--- src/rtl/spi_regport_pkg.sv ---
package spi_regport_pkg;

  typedef enum logic [1:0] {
    PH_HDR = 2'd0,
    PH_WR  = 2'd1,
    PH_RD  = 2'd2
  } phase_t;

  // Writable-bit mask for a register: reserved bits above the base are forced to 0.
  function automatic logic [31:0] keep_mask(input int addr, input int base,
                                            input logic [31:0] keep);
    return (addr >= base) ? keep : 32'hFFFF_FFFF;
  endfunction

endpackage

--- src/rtl/spi_pin_sync.sv ---
module spi_pin_sync #(
  parameter int WIDTH = 3,
  parameter int STAGES = 2,
  parameter logic [WIDTH-1:0] RST_VAL = '0
) (
  input  logic             clk,
  input  logic             rst_n,
  input  logic [WIDTH-1:0] pins,
  output logic [WIDTH-1:0] synced,
  output logic [WIDTH-1:0] prev
);

  logic [WIDTH-1:0] pipe [STAGES];

  generate
    for (genvar s = 0; s < STAGES; s++) begin : g_stage
      if (s == 0) begin : g_first
        always_ff @(posedge clk or negedge rst_n) begin
          if (!rst_n) pipe[0] <= RST_VAL;
          else        pipe[0] <= pins;
        end
      end else begin : g_next
        always_ff @(posedge clk or negedge rst_n) begin
          if (!rst_n) pipe[s] <= RST_VAL;
          else        pipe[s] <= pipe[s-1];
        end
      end
    end
  endgenerate

  // One more flop so the caller can detect edges on the synchronized value.
  always_ff @(posedge clk or negedge rst_n) begin
    if (!rst_n) prev <= RST_VAL;
    else        prev <= pipe[STAGES-1];
  end

  assign synced = pipe[STAGES-1];

endmodule

--- src/rtl/spi_frame_engine.sv ---
module spi_frame_engine
  import spi_regport_pkg::*;
#(
  parameter int ADDR_W = 7,
  parameter int DATA_W = 8
) (
  input  logic              clk,
  input  logic              rst_n,
  input  logic              cs_s,
  input  logic              sclk_rise,
  input  logic              sclk_fall,
  input  logic              mosi_s,
  input  logic [DATA_W-1:0] rd_data,
  output logic [ADDR_W-1:0] ptr,
  output logic              wr_en,
  output logic [ADDR_W-1:0] wr_addr,
  output logic [DATA_W-1:0] wr_word,
  output logic              miso
);

  localparam int HDR_W   = ADDR_W + 1;
  localparam int CNT_MAX = (HDR_W > DATA_W) ? HDR_W : DATA_W;
  localparam int CW      = $clog2(CNT_MAX);
  localparam int SH_W    = (ADDR_W > DATA_W - 1) ? ADDR_W : DATA_W - 1;
  localparam logic [CW-1:0] HDR_LAST = CW'(HDR_W - 1);
  localparam logic [CW-1:0] DAT_LAST = CW'(DATA_W - 1);

  phase_t            phase;
  logic [CW-1:0]     cnt;
  logic [SH_W-1:0]   sh;
  logic [SH_W:0]     next_sh;
  logic [DATA_W-1:0] obuf;
  logic              obuf_vld;
  logic              load_pend;
  logic              shift_pend;

  assign next_sh = {sh, mosi_s};

  always_ff @(posedge clk or negedge rst_n) begin
    if (!rst_n) begin
      phase      <= PH_HDR;
      cnt        <= '0;
      sh         <= '0;
      ptr        <= '0;
      wr_en      <= 1'b0;
      wr_addr    <= '0;
      wr_word    <= '0;
      obuf       <= '0;
      obuf_vld   <= 1'b0;
      load_pend  <= 1'b0;
      shift_pend <= 1'b0;
    end else begin
      wr_en <= 1'b0;
      if (cs_s) begin
        phase      <= PH_HDR;
        cnt        <= '0;
        obuf_vld   <= 1'b0;
        load_pend  <= 1'b0;
        shift_pend <= 1'b0;
      end else begin
        if (sclk_rise) begin
          sh <= next_sh[SH_W-1:0];
          case (phase)
            PH_HDR: begin
              if (cnt == HDR_LAST) begin
                ptr   <= next_sh[ADDR_W:1];
                phase <= next_sh[0] ? PH_RD : PH_WR;
                cnt   <= '0;
                if (next_sh[0]) load_pend <= 1'b1;
              end else begin
                cnt <= cnt + 1'b1;
              end
            end
            PH_WR: begin
              if (cnt == DAT_LAST) begin
                wr_en   <= 1'b1;
                wr_addr <= ptr;
                wr_word <= next_sh[DATA_W-1:0];
                ptr     <= ptr + 1'b1;
                cnt     <= '0;
              end else begin
                cnt <= cnt + 1'b1;
              end
            end
            PH_RD: begin
              if (cnt == DAT_LAST) begin
                ptr       <= ptr + 1'b1;
                load_pend <= 1'b1;
                cnt       <= '0;
              end else begin
                cnt        <= cnt + 1'b1;
                shift_pend <= 1'b1;
              end
            end
            default: phase <= PH_HDR;
          endcase
        end
        if (sclk_fall) begin
          if (load_pend) begin
            obuf      <= rd_data;
            obuf_vld  <= 1'b1;
            load_pend <= 1'b0;
          end else if (shift_pend) begin
            obuf       <= {obuf[DATA_W-2:0], 1'b0};
            shift_pend <= 1'b0;
          end
        end
      end
    end
  end

  assign miso = (phase == PH_RD) && obuf_vld && !cs_s && obuf[DATA_W-1];

endmodule

--- src/rtl/spi_reg_bank.sv ---
module spi_reg_bank #(
  parameter int ADDR_W = 7,
  parameter int DATA_W = 8
) (
  input  logic              clk,
  input  logic              rst_n,
  input  logic              we,
  input  logic [ADDR_W-1:0] waddr,
  input  logic [DATA_W-1:0] wdata,
  input  logic [ADDR_W-1:0] raddr_a,
  output logic [DATA_W-1:0] rdata_a,
  input  logic [ADDR_W-1:0] raddr_b,
  output logic [DATA_W-1:0] rdata_b
);

  localparam int DEPTH = 1 << ADDR_W;

  logic [DATA_W-1:0] mem [DEPTH];

  always_ff @(posedge clk or negedge rst_n) begin
    if (!rst_n) begin
      for (int i = 0; i < DEPTH; i++) mem[i] <= '0;
    end else if (we) begin
      mem[waddr] <= wdata;
    end
  end

  assign rdata_a = mem[raddr_a];
  assign rdata_b = mem[raddr_b];

endmodule

--- src/rtl/spi_regport.sv ---
module spi_regport
  import spi_regport_pkg::*;
#(
  parameter int ADDR_W = 7,
  parameter int DATA_W = 8,
  parameter int SYNC_STAGES = 2,
  parameter int RSVD_BASE = 112,
  parameter logic [DATA_W-1:0] RSVD_KEEP = 8'h0F
) (
  input  logic              clk,
  input  logic              rst_n,
  input  logic              spi_cs_n,
  input  logic              spi_sclk,
  input  logic              spi_mosi,
  output logic              spi_miso,
  input  logic [ADDR_W-1:0] reg_rd_addr,
  output logic [DATA_W-1:0] reg_rd_data,
  output logic              wr_valid,
  output logic [ADDR_W-1:0] wr_addr,
  output logic [DATA_W-1:0] wr_data
);

  // Pin vector order: [2] frame select, [1] serial clock, [0] data in.
  logic [2:0] pin_raw, pin_s, pin_p;
  logic cs_sync, sclk_rise, sclk_fall;

  logic [ADDR_W-1:0] ptr;
  logic [DATA_W-1:0] ptr_data;
  logic              eng_we;
  logic [ADDR_W-1:0] eng_addr;
  logic [DATA_W-1:0] eng_word;
  logic [DATA_W-1:0] wmask;

  assign pin_raw = {spi_cs_n, spi_sclk, spi_mosi};

  spi_pin_sync #(.WIDTH(3), .STAGES(SYNC_STAGES), .RST_VAL(3'b100)) u_sync (
    .clk(clk), .rst_n(rst_n), .pins(pin_raw), .synced(pin_s), .prev(pin_p)
  );

  assign cs_sync   = pin_s[2];
  assign sclk_rise = pin_s[1] & ~pin_p[1];
  assign sclk_fall = ~pin_s[1] & pin_p[1];

  spi_frame_engine #(.ADDR_W(ADDR_W), .DATA_W(DATA_W)) u_engine (
    .clk(clk), .rst_n(rst_n), .cs_s(cs_sync), .sclk_rise(sclk_rise),
    .sclk_fall(sclk_fall), .mosi_s(pin_s[0]), .rd_data(ptr_data), .ptr(ptr),
    .wr_en(eng_we), .wr_addr(eng_addr), .wr_word(eng_word), .miso(spi_miso)
  );

  assign wmask = DATA_W'(keep_mask(int'(eng_addr), RSVD_BASE, 32'(RSVD_KEEP)));

  assign wr_valid = eng_we;
  assign wr_addr  = eng_addr;
  assign wr_data  = eng_word & wmask;

  spi_reg_bank #(.ADDR_W(ADDR_W), .DATA_W(DATA_W)) u_bank (
    .clk(clk), .rst_n(rst_n), .we(eng_we), .waddr(eng_addr), .wdata(wr_data),
    .raddr_a(ptr), .rdata_a(ptr_data), .raddr_b(reg_rd_addr), .rdata_b(reg_rd_data)
  );

endmodule

--- config.mk ---
export PLATFORM = sky130hd
export DESIGN_NAME = spi_regport
export DESIGN_NICKNAME = d
export VERILOG_FILES = /design/src/rtl/spi_regport_pkg.sv /design/src/rtl/spi_pin_sync.sv /design/src/rtl/spi_frame_engine.sv /design/src/rtl/spi_reg_bank.sv /design/src/rtl/spi_regport.sv
export SDC_FILE = /design/constraint.sdc
export NUM_CORES = 2
export LEC_CHECK = 0
export BUFFER_PORTS_ARGS = -buffer_cell sky130_fd_sc_hd__buf_2
export CAP_MARGIN = 5
export CORE_UTILIZATION = 35
export DETAILED_ROUTE_END_ITERATION = 12
export PLACE_DENSITY = 0.58
export SETUP_SLACK_MARGIN = 0.1
export SLEW_MARGIN = 20
export SYNTH_ARGS = -nofsm -noshare
export SYNTH_HDL_FRONTEND = slang
export SYNTH_SLANG_ARGS = --single-unit
--- constraint.sdc ---
create_clock -name clk -period 6.4 [get_ports clk]
set_input_delay 0.64 -clock clk [delete_from_list [all_inputs] [get_ports clk]]
set_output_delay 0.64 -clock clk [all_outputs]
set_load 0.02 [all_outputs]
==> reports/qor.txt <==
status: finished clean
maximum VDD drop: 0.263 mV
fraction of registers with async set or reset after synthesis: 100%
Hold Fails Final Rpt: 0
Setup Fix Bufs, Post-CTS: 0
total number of vias: 37300
RSZ-0062 raised after global routing: no
leakage power total: 0.0264 µW
Sink Count: 1077
Clock transition at path regs: 0.06 ns
fin crit period: 4.49 ns
die height: 403 µm
Top FF cell, synth: dfrtp_1
Core ar.: 159000 µm²
flops & latches, synth: 1077
fin. max-slew vios: 0
Worst EP required: 5.76 ns
cts hold-fix bufs: 3
max-cap violations: 0
setup tns final: 0 ns
worst-margin pin slew: 1.20 ns
share of layout cells above drive strength 1: 35.3%
syn nets: 4282
Layout area overhead: 11.0%
Core Rows: 146
routability cong.: 0.881
Critical Path AT: 3.85 ns
Critical Path Start Type: primary input
post-synth cell types: 55
Hold Crit Class: in2reg
vias in the first global route: 37800
Final Routed Wirelength: 181000 µm
Worst setup EP type: output port
number of flops mapped to enable cells by yosys: 0
Num CTS Buffers: 114
DR vias/cell: 5.97
H-Tree Depth: 3
GRT Total Usage: 22.5%
violation count after the first detailed-route iteration: 3496
Post-Place Cell Area: 58200 µm²
post-synthesis sequential area ratio: 48.0%
post-route cell area: 62300 µm²
DPL Wire Length: 117000 µm
most frequent cells in the layout: 1066 x dfrtp_1, 617 x nand2_1, 569 x mux2_2
Initial DRT Pass Iterations: 5
nets: 4101
die area: 162000 µm²
post_cts resized: 0
Worst Path Class, Setup: in2out
initial antenna violation count: 7
chip width: 403 µm
Initial Util: 35.3%
Max-slew headroom: 19.6%
pwr dens: 234 nW/µm²
Syn. warnings: 0
clk_skew: 0.0243 ns
period utilization: 70.1%
Final Setup Violations: 0
Post-DRT Antenna Nets: 0
Syn Std Cell Area: 56200 µm²
Post-Syn Area per Cell: 13.2 µm²
deepest clock path buffer count: 3
Root Buffer: clkbuf_16
largest net degree at the start of global routing: 174
DR DRC count: 0
most common cell after layout, fill and taps aside: dfrtp_1
I/O Pins: 37
TritonCTS clock tree: done
first-pass GRT wire length: 270000 µm
GR Overflow Total: 0
PortBufs: 36
Clk Latency, worst-skew pair: 0.75 ns
WL per Instance: 28.9 µm
fmax: 0.223 GHz
Cells after Synth: 4262
critical path fanouts, max: 49
==> worst paths after layout <==
check | startpoint | to | slack (ns) | depth (start not counted)
worst min-delay path | spi_mosi | u_sync.pipe[3] | 0.05 | 1
worst max register to register | u_engine.ptr[0] | u_engine.obuf[5] | 2.35 | 7
min in group asynchronous | rst_n | u_bank.mem[322] | 0.49 | 2
worst max-delay path | reg_rd_addr[0] | reg_rd_data[0] | 1.91 | 7
worst min register to register | u_sync.pipe[3] | u_sync.synced[0] | 0.35 | 0
max in group asynchronous | rst_n | u_bank.mem[559] | 4.44 | 3
==> state kept, by name, summed over array words and instances (netlist names) <==
| register | flops |
|---|---|
| u_bank.mem | 1024 |
| u_engine.cnt | 3 |
| u_engine.load_pend | 1 |
| u_engine.obuf | 8 |
| u_engine.obuf_vld | 1 |
| u_engine.phase | 2 |
| u_engine.ptr | 7 |
| u_engine.sh | 7 |
| u_engine.shift_pend | 1 |
| u_engine.wr_addr | 7 |
| u_engine.wr_en | 1 |
| u_engine.wr_word | 8 |
| u_sync.pipe | 3 |
| u_sync.prev | 1 |
| u_sync.synced | 3 |
==> Yosys cell counts (21+ instances only) <==
master / count / area (µm²)
nor2_1: 62 / 233
a21oi_1: 67 / 335
buf_4: 26 / 195
nand2_1: 621 / 2330
buf_1: 33 / 124
mux2_2: 569 / 6410
mux2i_1: 114 / 1140
o22ai_1: 21 / 131
clkbuf_1: 297 / 1110
o21ai_0: 479 / 2400
buf_2: 61 / 305
nor2b_1: 83 / 519
dfrtp_1: 1075 / 26900
mux4_2: 559 / 12600
==> cell type report <==
type                            instances  area [µm²]
Sequential cell                      1077       27000
Clock inverter                         54         776
Multi-Input combinational cell       2753       27500
Inverter                               14        52.6
Fill cell                           14900       96600
Timing Repair Buffer                  121        1130
Tap cell                             2072        2590
Antenna cell                            2        5.00
Clock buffer                          159        3330
==> worst max-delay path, stage by stage <==
cell and delay [ns]:
buf_8 0.43, buf_12 0.40, mux4_2 0.57, mux4_2 0.63, mux4_2 0.57, mux2_2 0.30, buf_2 0.17
==> through the flow <==
step / cells / util (%) / hold slack [ns] / total power [µW] / setup slack (ns)
2_1_floorplan: 4262 / - / 0.331 / 7170 / 2.67
3_3_place_gp: 6034 / 36.6 / 0.340 / 7390 / 1.91
4_1_cts: 6250 / 39.2 / 0.00359 / 14700 / 1.85
6_report: 6252 / 39.2 / 0.0517 / 14600 / 1.91
3_5_place_dp: 6034 / 36.6 / 0.343 / 7400 / 1.85
5_1_grt: 6250 / 39.2 / 0.0347 / 15000 / 1.77
==> cell families (layout without fill, tap and decap cells) <==
group | Yosys count | count (layout) | share of synthesized area (%)
other | 0 | 2 | 0
multiplexers | 1242 | 1242 | 35.8
AO/OA/AOI/OAI | 666 | 666 | 6.53
buffers and inverters | 432 | 348 | 3.21
adder cells (fa/ha/maj) | 8 | 8 | 0.178
flip-flops | 1077 | 1077 | 48.0
AND/OR/NAND/NOR | 837 | 837 | 6.25
==> report_power, final <==
| part | internal, µW | switching (µW) | leakage [µW] |
|---|---|---|---|
| logic | 129 | 282 | 0.00938 |
| clock network | 4380 | 2930 | 0.00202 |
| registers | 6830 | 22.7 | 0.0150 |
==> metal layers <==
layer,vias to the layer above,track usage [%],wire [µm]
met5,-,0,41
li1,15500,-,-
met2,1472,34.5,83100
met1,19900,30.8,75800
met3,366,4.45,13600
met4,6,9.96,8050
Note: power is estimated with default switching activity, not from simulation.
